===== config.mk =====
export PLATFORM = sky130hd
export DESIGN_NAME = fullmap_dir_ctrl
export DESIGN_NICKNAME = d
export VERILOG_FILES = /design/src/rtl/dir_pkg.sv /design/src/rtl/dir_entry_store.sv /design/src/rtl/dir_policy.sv /design/src/rtl/dir_notice_port.sv /design/src/rtl/fullmap_dir_ctrl.sv
export SDC_FILE = /design/constraint.sdc
export NUM_CORES = 1
export LEC_CHECK = 0
export ABC_AREA = 0
export BUFFER_PORTS_ARGS = -buffer_cell sky130_fd_sc_hd__buf_2
export CORE_ASPECT_RATIO = 1.1
export CORE_MARGIN = 4
export CORE_UTILIZATION = 60
export DETAILED_ROUTE_END_ITERATION = 6
export PLACE_DENSITY = 0.89
export SYNTH_ARGS = -nofsm -noshare
export SYNTH_HDL_FRONTEND = slang
export SYNTH_SLANG_ARGS = --single-unit

===== constraint.sdc =====
create_clock -name clk -period 6.35 [get_ports clk]
set_input_delay 0.3175 -clock clk [delete_from_list [all_inputs] [get_ports clk]]
set_output_delay 0.3175 -clock clk [all_outputs]
set_load 0.01 [all_outputs]

===== src/rtl/dir_pkg.sv =====
package dir_pkg;
  parameter int DIR_NPROC_DEF = 8;
  parameter int DIR_NBLK_DEF  = 16;

  typedef enum logic [1:0] {
    OP_RDMISS    = 2'd0,
    OP_WRITE     = 2'd1,
    OP_BCAST_ON  = 2'd2,
    OP_BCAST_OFF = 2'd3
  } dir_op_e;

  typedef enum logic [1:0] {
    NT_NONE  = 2'd0,
    NT_INVAL = 2'd1,
    NT_WBACK = 2'd2
  } notice_e;
endpackage


===== src/rtl/dir_entry_store.sv =====
module dir_entry_store #(
  parameter int NPROC = dir_pkg::DIR_NPROC_DEF,
  parameter int NBLK  = dir_pkg::DIR_NBLK_DEF,
  localparam int BLK_W = $clog2(NBLK),
  localparam int ENT_W = NPROC + 2
) (
  input  logic             clk,
  input  logic             rst_n,
  input  logic [BLK_W-1:0] rd_blk,
  output logic [ENT_W-1:0] rd_entry,
  input  logic             wr_en,
  input  logic [BLK_W-1:0] wr_blk,
  input  logic [ENT_W-1:0] wr_entry
);
  // entry layout: [ENT_W-1] modified, [NPROC] broadcast, [NPROC-1:0] presence
  logic [ENT_W-1:0] entries [NBLK];

  genvar g;
  generate
    for (g = 0; g < NBLK; g++) begin : g_ent
      always_ff @(posedge clk) begin
        if (!rst_n)
          entries[g] <= '0;
        else if (wr_en && (wr_blk == BLK_W'(g)))
          entries[g] <= wr_entry;
      end

      // a modified block has exactly one holder
      a_r5_single_owner: assert property (@(posedge clk) disable iff (!rst_n)
        entries[g][ENT_W-1] |-> $onehot(entries[g][NPROC-1:0]));
    end
  endgenerate

  assign rd_entry = entries[rd_blk];
endmodule


===== src/rtl/dir_policy.sv =====
module dir_policy #(
  parameter int NPROC = dir_pkg::DIR_NPROC_DEF,
  localparam int PID_W = $clog2(NPROC),
  localparam int ENT_W = NPROC + 2
) (
  input  dir_pkg::dir_op_e op,
  input  logic [PID_W-1:0] pid,
  input  logic [ENT_W-1:0] cur,
  output logic [ENT_W-1:0] nxt,
  output logic             send,
  output logic [NPROC-1:0] targets,
  output dir_pkg::notice_e kind
);
  import dir_pkg::*;

  logic             cur_mod;
  logic             cur_bc;
  logic [NPROC-1:0] cur_pres;
  logic [NPROC-1:0] self_bit;
  logic [NPROC-1:0] others;

  assign cur_mod  = cur[ENT_W-1];
  assign cur_bc   = cur[NPROC];
  assign cur_pres = cur[NPROC-1:0];
  assign self_bit = NPROC'(1) << pid;
  assign others   = cur_bc ? ~self_bit : (cur_pres & ~self_bit);

  always_comb begin
    nxt     = cur;
    send    = 1'b0;
    targets = '0;
    kind    = NT_NONE;
    unique case (op)
      OP_RDMISS: begin
        nxt[NPROC-1:0] = cur_pres | self_bit;
        if (cur_mod) begin
          send         = 1'b1;
          targets      = cur_pres;
          kind         = NT_WBACK;
          nxt[ENT_W-1] = 1'b0;
        end
      end
      OP_WRITE: begin
        nxt[ENT_W-1]   = 1'b1;
        nxt[NPROC-1:0] = self_bit;
        if (others != '0) begin
          send    = 1'b1;
          targets = others;
          kind    = NT_INVAL;
        end
      end
      OP_BCAST_ON:  nxt[NPROC] = 1'b1;
      OP_BCAST_OFF: nxt[NPROC] = 1'b0;
      default: ;
    endcase
  end
endmodule


===== src/rtl/dir_notice_port.sv =====
module dir_notice_port #(
  parameter int NPROC = dir_pkg::DIR_NPROC_DEF,
  parameter int NBLK  = dir_pkg::DIR_NBLK_DEF,
  localparam int BLK_W = $clog2(NBLK)
) (
  input  logic             clk,
  input  logic             rst_n,
  input  logic             load,
  input  logic [NPROC-1:0] ld_targets,
  input  logic [BLK_W-1:0] ld_blk,
  input  dir_pkg::notice_e ld_kind,
  output logic             valid,
  input  logic             ready,
  output logic [NPROC-1:0] targets,
  output logic [BLK_W-1:0] blk,
  output logic [1:0]       kind
);
  always_ff @(posedge clk) begin
    if (!rst_n) begin
      valid   <= 1'b0;
      targets <= '0;
      blk     <= '0;
      kind    <= '0;
    end else if (load) begin
      valid   <= 1'b1;
      targets <= ld_targets;
      blk     <= ld_blk;
      kind    <= ld_kind;
    end else if (valid && ready) begin
      valid <= 1'b0;
    end
  end

  a_r8_hold_stable: assert property (@(posedge clk) disable iff (!rst_n)
    (valid && !ready) |=> (valid && $stable(targets) && $stable(blk) && $stable(kind)));

  a_r8_nonempty_targets: assert property (@(posedge clk) disable iff (!rst_n)
    valid |-> (targets != '0));
endmodule


===== src/rtl/fullmap_dir_ctrl.sv =====
module fullmap_dir_ctrl #(
  parameter int NPROC = dir_pkg::DIR_NPROC_DEF,
  parameter int NBLK  = dir_pkg::DIR_NBLK_DEF,
  localparam int PID_W = $clog2(NPROC),
  localparam int BLK_W = $clog2(NBLK)
) (
  input  logic             clk,
  input  logic             rst_n,
  input  logic             req_valid,
  output logic             req_ready,
  input  logic [PID_W-1:0] req_pid,
  input  logic [BLK_W-1:0] req_blk,
  input  logic [1:0]       req_op,
  output logic             ntc_valid,
  input  logic             ntc_ready,
  output logic [NPROC-1:0] ntc_targets,
  output logic [BLK_W-1:0] ntc_blk,
  output logic [1:0]       ntc_kind
);
  import dir_pkg::*;
  localparam int ENT_W = NPROC + 2;

  typedef enum logic {ST_IDLE, ST_SEND} ctrl_st_e;
  ctrl_st_e st;

  logic             accept;
  logic [ENT_W-1:0] cur_entry;
  logic [ENT_W-1:0] nxt_entry;
  logic             pol_send;
  logic [NPROC-1:0] pol_targets;
  notice_e          pol_kind;

  assign req_ready = (st == ST_IDLE);
  assign accept    = req_valid && req_ready;

  dir_entry_store #(.NPROC(NPROC), .NBLK(NBLK)) u_store (
    .clk      (clk),
    .rst_n    (rst_n),
    .rd_blk   (req_blk),
    .rd_entry (cur_entry),
    .wr_en    (accept),
    .wr_blk   (req_blk),
    .wr_entry (nxt_entry)
  );

  dir_policy #(.NPROC(NPROC)) u_policy (
    .op      (dir_op_e'(req_op)),
    .pid     (req_pid),
    .cur     (cur_entry),
    .nxt     (nxt_entry),
    .send    (pol_send),
    .targets (pol_targets),
    .kind    (pol_kind)
  );

  dir_notice_port #(.NPROC(NPROC), .NBLK(NBLK)) u_notice (
    .clk        (clk),
    .rst_n      (rst_n),
    .load       (accept && pol_send),
    .ld_targets (pol_targets),
    .ld_blk     (req_blk),
    .ld_kind    (pol_kind),
    .valid      (ntc_valid),
    .ready      (ntc_ready),
    .targets    (ntc_targets),
    .blk        (ntc_blk),
    .kind       (ntc_kind)
  );

  always_ff @(posedge clk) begin
    if (!rst_n)
      st <= ST_IDLE;
    else if (st == ST_IDLE) begin
      if (accept && pol_send) st <= ST_SEND;
    end else if (ntc_valid && ntc_ready)
      st <= ST_IDLE;
  end

  a_r7_one_in_flight: assert property (@(posedge clk) disable iff (!rst_n)
    !(ntc_valid && req_ready));

  a_r9_notice_follows: assert property (@(posedge clk) disable iff (!rst_n)
    (accept && pol_send) |=> (ntc_valid && !req_ready));

  a_r9_ready_returns: assert property (@(posedge clk) disable iff (!rst_n)
    (ntc_valid && ntc_ready) |=> req_ready);
endmodule


# Word-level counts from Yosys, hierarchy flattened
# Memories as Yosys holds them, arrays and structs flattened.
# Index checks and enable logic that the tools add are counted.
# W data, S select, Z words.
[totals]
ff_bits = 16
latchBits = 0
ram_bits = 160
romBits = 0
inputBits = 13
out_inout_bits = 16
wordCells = 151
memories = 1
[mem_list]
columns = ["memory", "words", "word_bits", "rd", "rd_ports_with_merged_regs", "write_ports", "line_no", "source"]
rows = [
  ["u_store.entries", 16, 10, 1, 0, 16, "dir_entry_store.sv:16", "logic [ENT_W-1:0] entries [NBLK];"],
]
[classes]
add_sub_neg = 0
n_mul = 0
div = 0
order_cmp = 0
n_eq_ne = 18
shift = 1
muxes = 83
bitwise_logic = 20
n_reduce_logical = 23
[op_table]
columns = ["operator", "count"]
rows = [
  ["$mux W10", 16],
  ["$mux W1", 57],
  ["$eq A4 B4 Y1 const B", 8],
  ["$pmux W8 S2", 2],
  ["$mux W8", 3],
  ["$logic_and A1 B1 Y1", 19],
  ["$eq A4 B3 Y1 const B", 4],
  ["$or A1 B1 Y1", 16],
  ["$and A8 B8 Y8", 1],
  ["$eq A4 B2 Y1 const B", 2],
  ["$not A8 Y8", 1],
  ["$or A8 B8 Y8", 1],
  ["$reduce_bool A8 Y1", 1],
  ["$shl A1 B3 Y8 const A", 1],
  ["$pmux W1 S2", 3],
  ["$eq A2 B2 Y1 const B", 2],
  ["$eq A4 B1 Y1 const B", 1],
  ["$logic_not A4 Y1", 1],
  ["$pmux W2 S2", 1],
  ["$eq A2 B1 Y1 const B", 1],
  ["$logic_not A2 Y1", 1],
  ["$mux W2", 1],
  ["$reduce_bool A2 Y1", 1],
  ["$not A1 Y1", 1],
]

# Logic depth before layout (Yosys ltp)
[depth]
word_depth = 10
mapped_depth = 13
ltp_nobuf = 8

# Hierarchy
# From an unflattened synthesis, not the netlist that was laid out.
[hier_totals]
hier_cells = 597
hier_area_um2 = 8410.6
[modules_own_cells]
columns = ["module", "n_inst", "cells_each", "area_per_inst_um2", "seq_area_each_um2"]
rows = [
  ["dir_entry_store", 1, 463, 7320.8, 4804.6],
  ["dir_notice_port", 1, 48, 576.8, 300.3],
  ["dir_policy", 1, 79, 456.7, 0.0],
  ["fullmap_dir_ctrl", 1, 7, 56.3, 20.0],
]

# Worst setup path before layout
# Ideal clock, no wire load.
[synth_path]
path_type = "in2reg"
start = "input port req_blk[0]"
end = "memory u_store.entries[1][0] (netlist bit), enable pin"
setup_time_ps = 391
arrival_ps = 2179
required_time_ps = 5959
slack_ps = 3780
stages = 7
path_buffers = 4
path_cell_list = "buf_2 buf_6 buf_4 buf_6 nand2_1 or2_2 o21ai_0"
[synth_lines]
columns = ["element", "line_no", "source"]
rows = [
  ["from (decl)", "fullmap_dir_ctrl.sv:12", "input logic [BLK_W-1:0] req_blk,"],
  ["to (decl)", "dir_entry_store.sv:16", ""],
]

# Worst setup path in the final report
[layout_path]
start = "input port req_blk[1]"
end = "register u_notice.blk[1]"
[layout_via]
elab_chain_cells = 7
word_cells_on_any_way = 8
cone_classes = "4 x mux; 1 x bitwise; 2 x reduce/logical; 1 x memory"
[layout_lines]
columns = ["element", "line_no", "source"]
rows = [
  ["$mem_v2 Z16 W10", "--", ""],
  ["$and A8 B8 Y8", "dir_policy.sv:26", "assign others = cur_bc ? ~self_bit : (cur_pres & ~self_bit);"],
  ["$mux W8", "dir_policy.sv:26", ""],
  ["$reduce_bool A8 Y1", "dir_policy.sv:46", "if (others != '0) begin"],
  ["$mux W1", "dir_policy.sv:46", ""],
  ["$pmux W1 S2", "dir_policy.sv:33", "unique case (op)"],
  ["$logic_and A1 B1 Y1", "fullmap_dir_ctrl.sv:59", ".load (accept && pol_send),"],
  ["to (signal assigned)", "dir_notice_port.sv:27", "blk <= ld_blk;"],
  ["to (decl)", "dir_notice_port.sv:15", "output logic [BLK_W-1:0] blk,"],
]
# Several ways; a longest one is shown, not always the timed one.
# A chain may end at the register's enable or synchronous reset.

==> metrics.txt <==
status=finished clean; WHS=0.2112 ns; Placed Instance Area=about 0.0085 mm^2; Synth Warn #=0; reg-to-reg startpoint=u_store.entries[0][1]; final net count=around 680; initial antenna violation count=0; max cap viols=0; Sw Pwr=between 0.0006 and 0.0007 W; clock tree from TritonCTS=built; Setup CP Type=in2reg; setup TNS=0 ns; Seq/Total Area, Yosys=0.6253; final count of hold timing violations=0; drt via density=6.408; Period minus WS final=between 3 and 4 ns; Worst R2R End=u_notice.blk[1]; worst skew pair latency=0.44 ns; die width=between 100 and 150 um; vias in the first global route=5420; Sw Ratio=0.2342; startpoint types=input pin; I/O pin count=29; synth cell count leaders=176 x nor2_1, 160 x edfxtp_1, 47 x nand2_1; Synth top area share=0.5863; clock share of power=0.387; Starting DRT DRC Count=785; multi-input logic area=approximately 0.0028 mm^2; Final ANT Viol Nets=0; hold buffers post-CTS=0; Reg2Reg Setup Slack=approximately 3.8 ns; routed vias=approximately 5500; CP endpoint kind=flop; Worst EP arrival=between 3 and 4 ns; total die area=roughly 0.016 mm^2; pin count of the biggest net entering global routing=55; grt ovf=0; unrepaired setup endpoints after global routing=false; crit path max fanout=34; row cnt=44; GRT Resource Usage Total=0.2728; clock sinks=~180; pre-CTS setup slack=around 2.7 ns; r2r worst-path depth=8; setup slack after layout=~3.1 ns; critical path required time=~6.7 ns; Hold Crit Class=in2reg; Layout area overhead=10.35%; CTS max path bufs=2; hold path start=ntc_ready; final setup fails=0; post-detail-place hpwl=13190 um; die extent in y=between 100 and 150 um; share of cells above drive strength 1=0.1893; fraction of power consumed by sequential logic=0.508; first-pass iteration count of the detailed router=5; Area contributors post-synth=edfxtp_1 59%, mux4_2 9.3%, nor2_1 8.1%; Final Cell Area=approximately 0.009 mm^2; gpl congestion=between 0.8 and 0.9; PortBufs=28; Gates resized, CTS repair=0; combinational power share=0.105; Synth Flop Type=edfxtp_1; Post-synth EDFFs=between 150 and 200; first-pass GRT wire length=approximately 31000 um; CTS Buf Count=17; post-CTS setup buffers=0; Slew Viols, Final=0; non-filler instance count after layout=860; final worst-path cycle share=0.5047; Core Area=around 0.013 mm^2; Max VDD drop=about 0.18 mV; Placed Instances=828; FF/Latch Area=approximately 0.0051 mm^2; Starting Density=0.6177; WHS Path Cells=3; count leader, synth=nor2_1; # fillers=slightly below 900; Mapped Cells=between 600 and 700; ANT cells=0; Int Pwr=about 0.0020 W; Worst-Margin Slew=roughly 1.1 ns; H-tree depth=4; Post-synth ARST share=0; Clk pin slew, worst setup/hold paths=about 0.060 ns; leading area contributor after synthesis=edfxtp_1; Synth Net Count=~640; clock root buffer=clkbuf_16; DRC=0; Distinct cells, synth=between 50 and 60; Hold Crit Endpoint=u_notice.valid; Seq cells post-synth=about 180; Post-Route WL=20090 um; post-synthesis instance area=0.008195 mm^2; routed len/inst=around 23 um; Mean Syn Cell Area=~13 um^2; Slew HR=0.2783; Max Clk Rate=between 300 and 400 MHz; Leak=3.310 nW; P per Cell Area=just under 300 mW/mm^2; Max Clock Skew=about 0.0094 ns
logic make-up after synthesis:
| kind of cell | after synthesis | synth area share |
|---|---|---|
| AO/OA/AOI/OAI | 70 | 0.05726 |
| buffers and inverters | 47 | 0.03756 |
| flip-flops | 176 | 0.6253 |
| multiplexers | 65 | 0.1400 |
| AND/OR/NAND/NOR | 273 | 0.1398 |
placed cells by master (no fill, tap or decap), types with 5 or more instances in the layout:
| master | synthesis | layout |
|---|---|---|
| nor2_1 | 176 | 176 |
| buf_2 | 4 | 28 |
| mux2i_1 | 22 | 22 |
| o22ai_1 | 6 | 6 |
| inv_1 | 5 | 5 |
| a22oi_1 | 5 | 5 |
| buf_4 | 6 | 26 |
| mux2_2 | 5 | 5 |
| edfxtp_1 | 160 | 160 |
| clkbuf_1 | 19 | 6 |
| nor2b_1 | 10 | 10 |
| a21oi_1 | 10 | 10 |
| o21ai_0 | 20 | 20 |
| nand3_1 | 14 | 14 |
| nand2_1 | 47 | 47 |
| dfxtp_1 | 16 | 16 |
| mux4_2 | 34 | 34 |
| clkbuf_16 | 0 | 19 |
routing by layer:
layer / global-route usage / up-vias / part of all wire
met1: 0.3527 / 2686 / 0.36
met3: 0.05768 / 60 / 0.10
met2: 0.4430 / 379 / 0.49
met4: 0.1442 / 0 / 0.044
met5: 0 / - / 0
li1: - / 2386 / -
final cells by class:
type / count / area share
clock buffers: 26 / 0.05659
clock inverters: 6 / 0.006226
inverters: 6 / 0.002490
multi-input cells: 408 / 0.3055
flip-flops and latches: 176 / 0.5667
well taps: 184 / 0.02546
repair buffers: 54 / 0.03708
per-stage QoR:
stage,power (W),util
floorplan,0.001528,-
global placement,0.001606,0.6388
detailed placement,0.001618,0.6388
CTS,0.002607,0.6816
global route,0.002685,0.6816
finish,0.002607,0.6816
worst max path at each step:
stage | start | to | slack, ns | cells after the start
6_report | req_blk[1] | u_notice.blk[1] | 3.14 | 9
5_1_grt | req_blk[1] | u_notice.blk[1] | 2.81 | 10
4_1_cts | req_blk[1] | u_notice.blk[1] | 3.16 | 9
3_5_place_dp | req_blk[1] | u_notice.targets[2] | 2.69 | 10
3_3_place_gp | req_blk[1] | u_notice.targets[2] | 2.79 | 10
2_1_floorplan | req_blk[0] | u_store.entries[1][0] | 3.78 | 7
sequential cells by signal, indices dropped and copies added (netlist names):
name and count:
u_notice.blk 4, u_notice.valid 1, u_notice.targets 8, u_notice.kind 2
u_store.entries 160, st 1
critical path, stage by stage:
cell,delay (ns)
buf_2,0.46
buf_4,0.56
a2111oi_0,0.25
a2111oi_1,0.77
nor2_1,0.17
o2111ai_1,0.33
o211ai_2,0.18
nand2_4,0.28
mux2i_1,0.23
power by group through the flow:
| stage | registers [W] | clock network (W) | logic [W] |
|---|---|---|---|
| 2_1_floorplan | 0.00134 | 0 | 0.000184 |
| 3_3_place_gp | 0.00134 | 0 | 0.000263 |
| 3_5_place_dp | 0.00135 | 0 | 0.000270 |
| 4_1_cts | 0.00132 | 0.00101 | 0.000271 |
| 5_1_grt | 0.00133 | 0.00106 | 0.000293 |
| 6_report | 0.00132 | 0.00101 | 0.000275 |
Note: power is estimated with default switching activity, not from simulation.
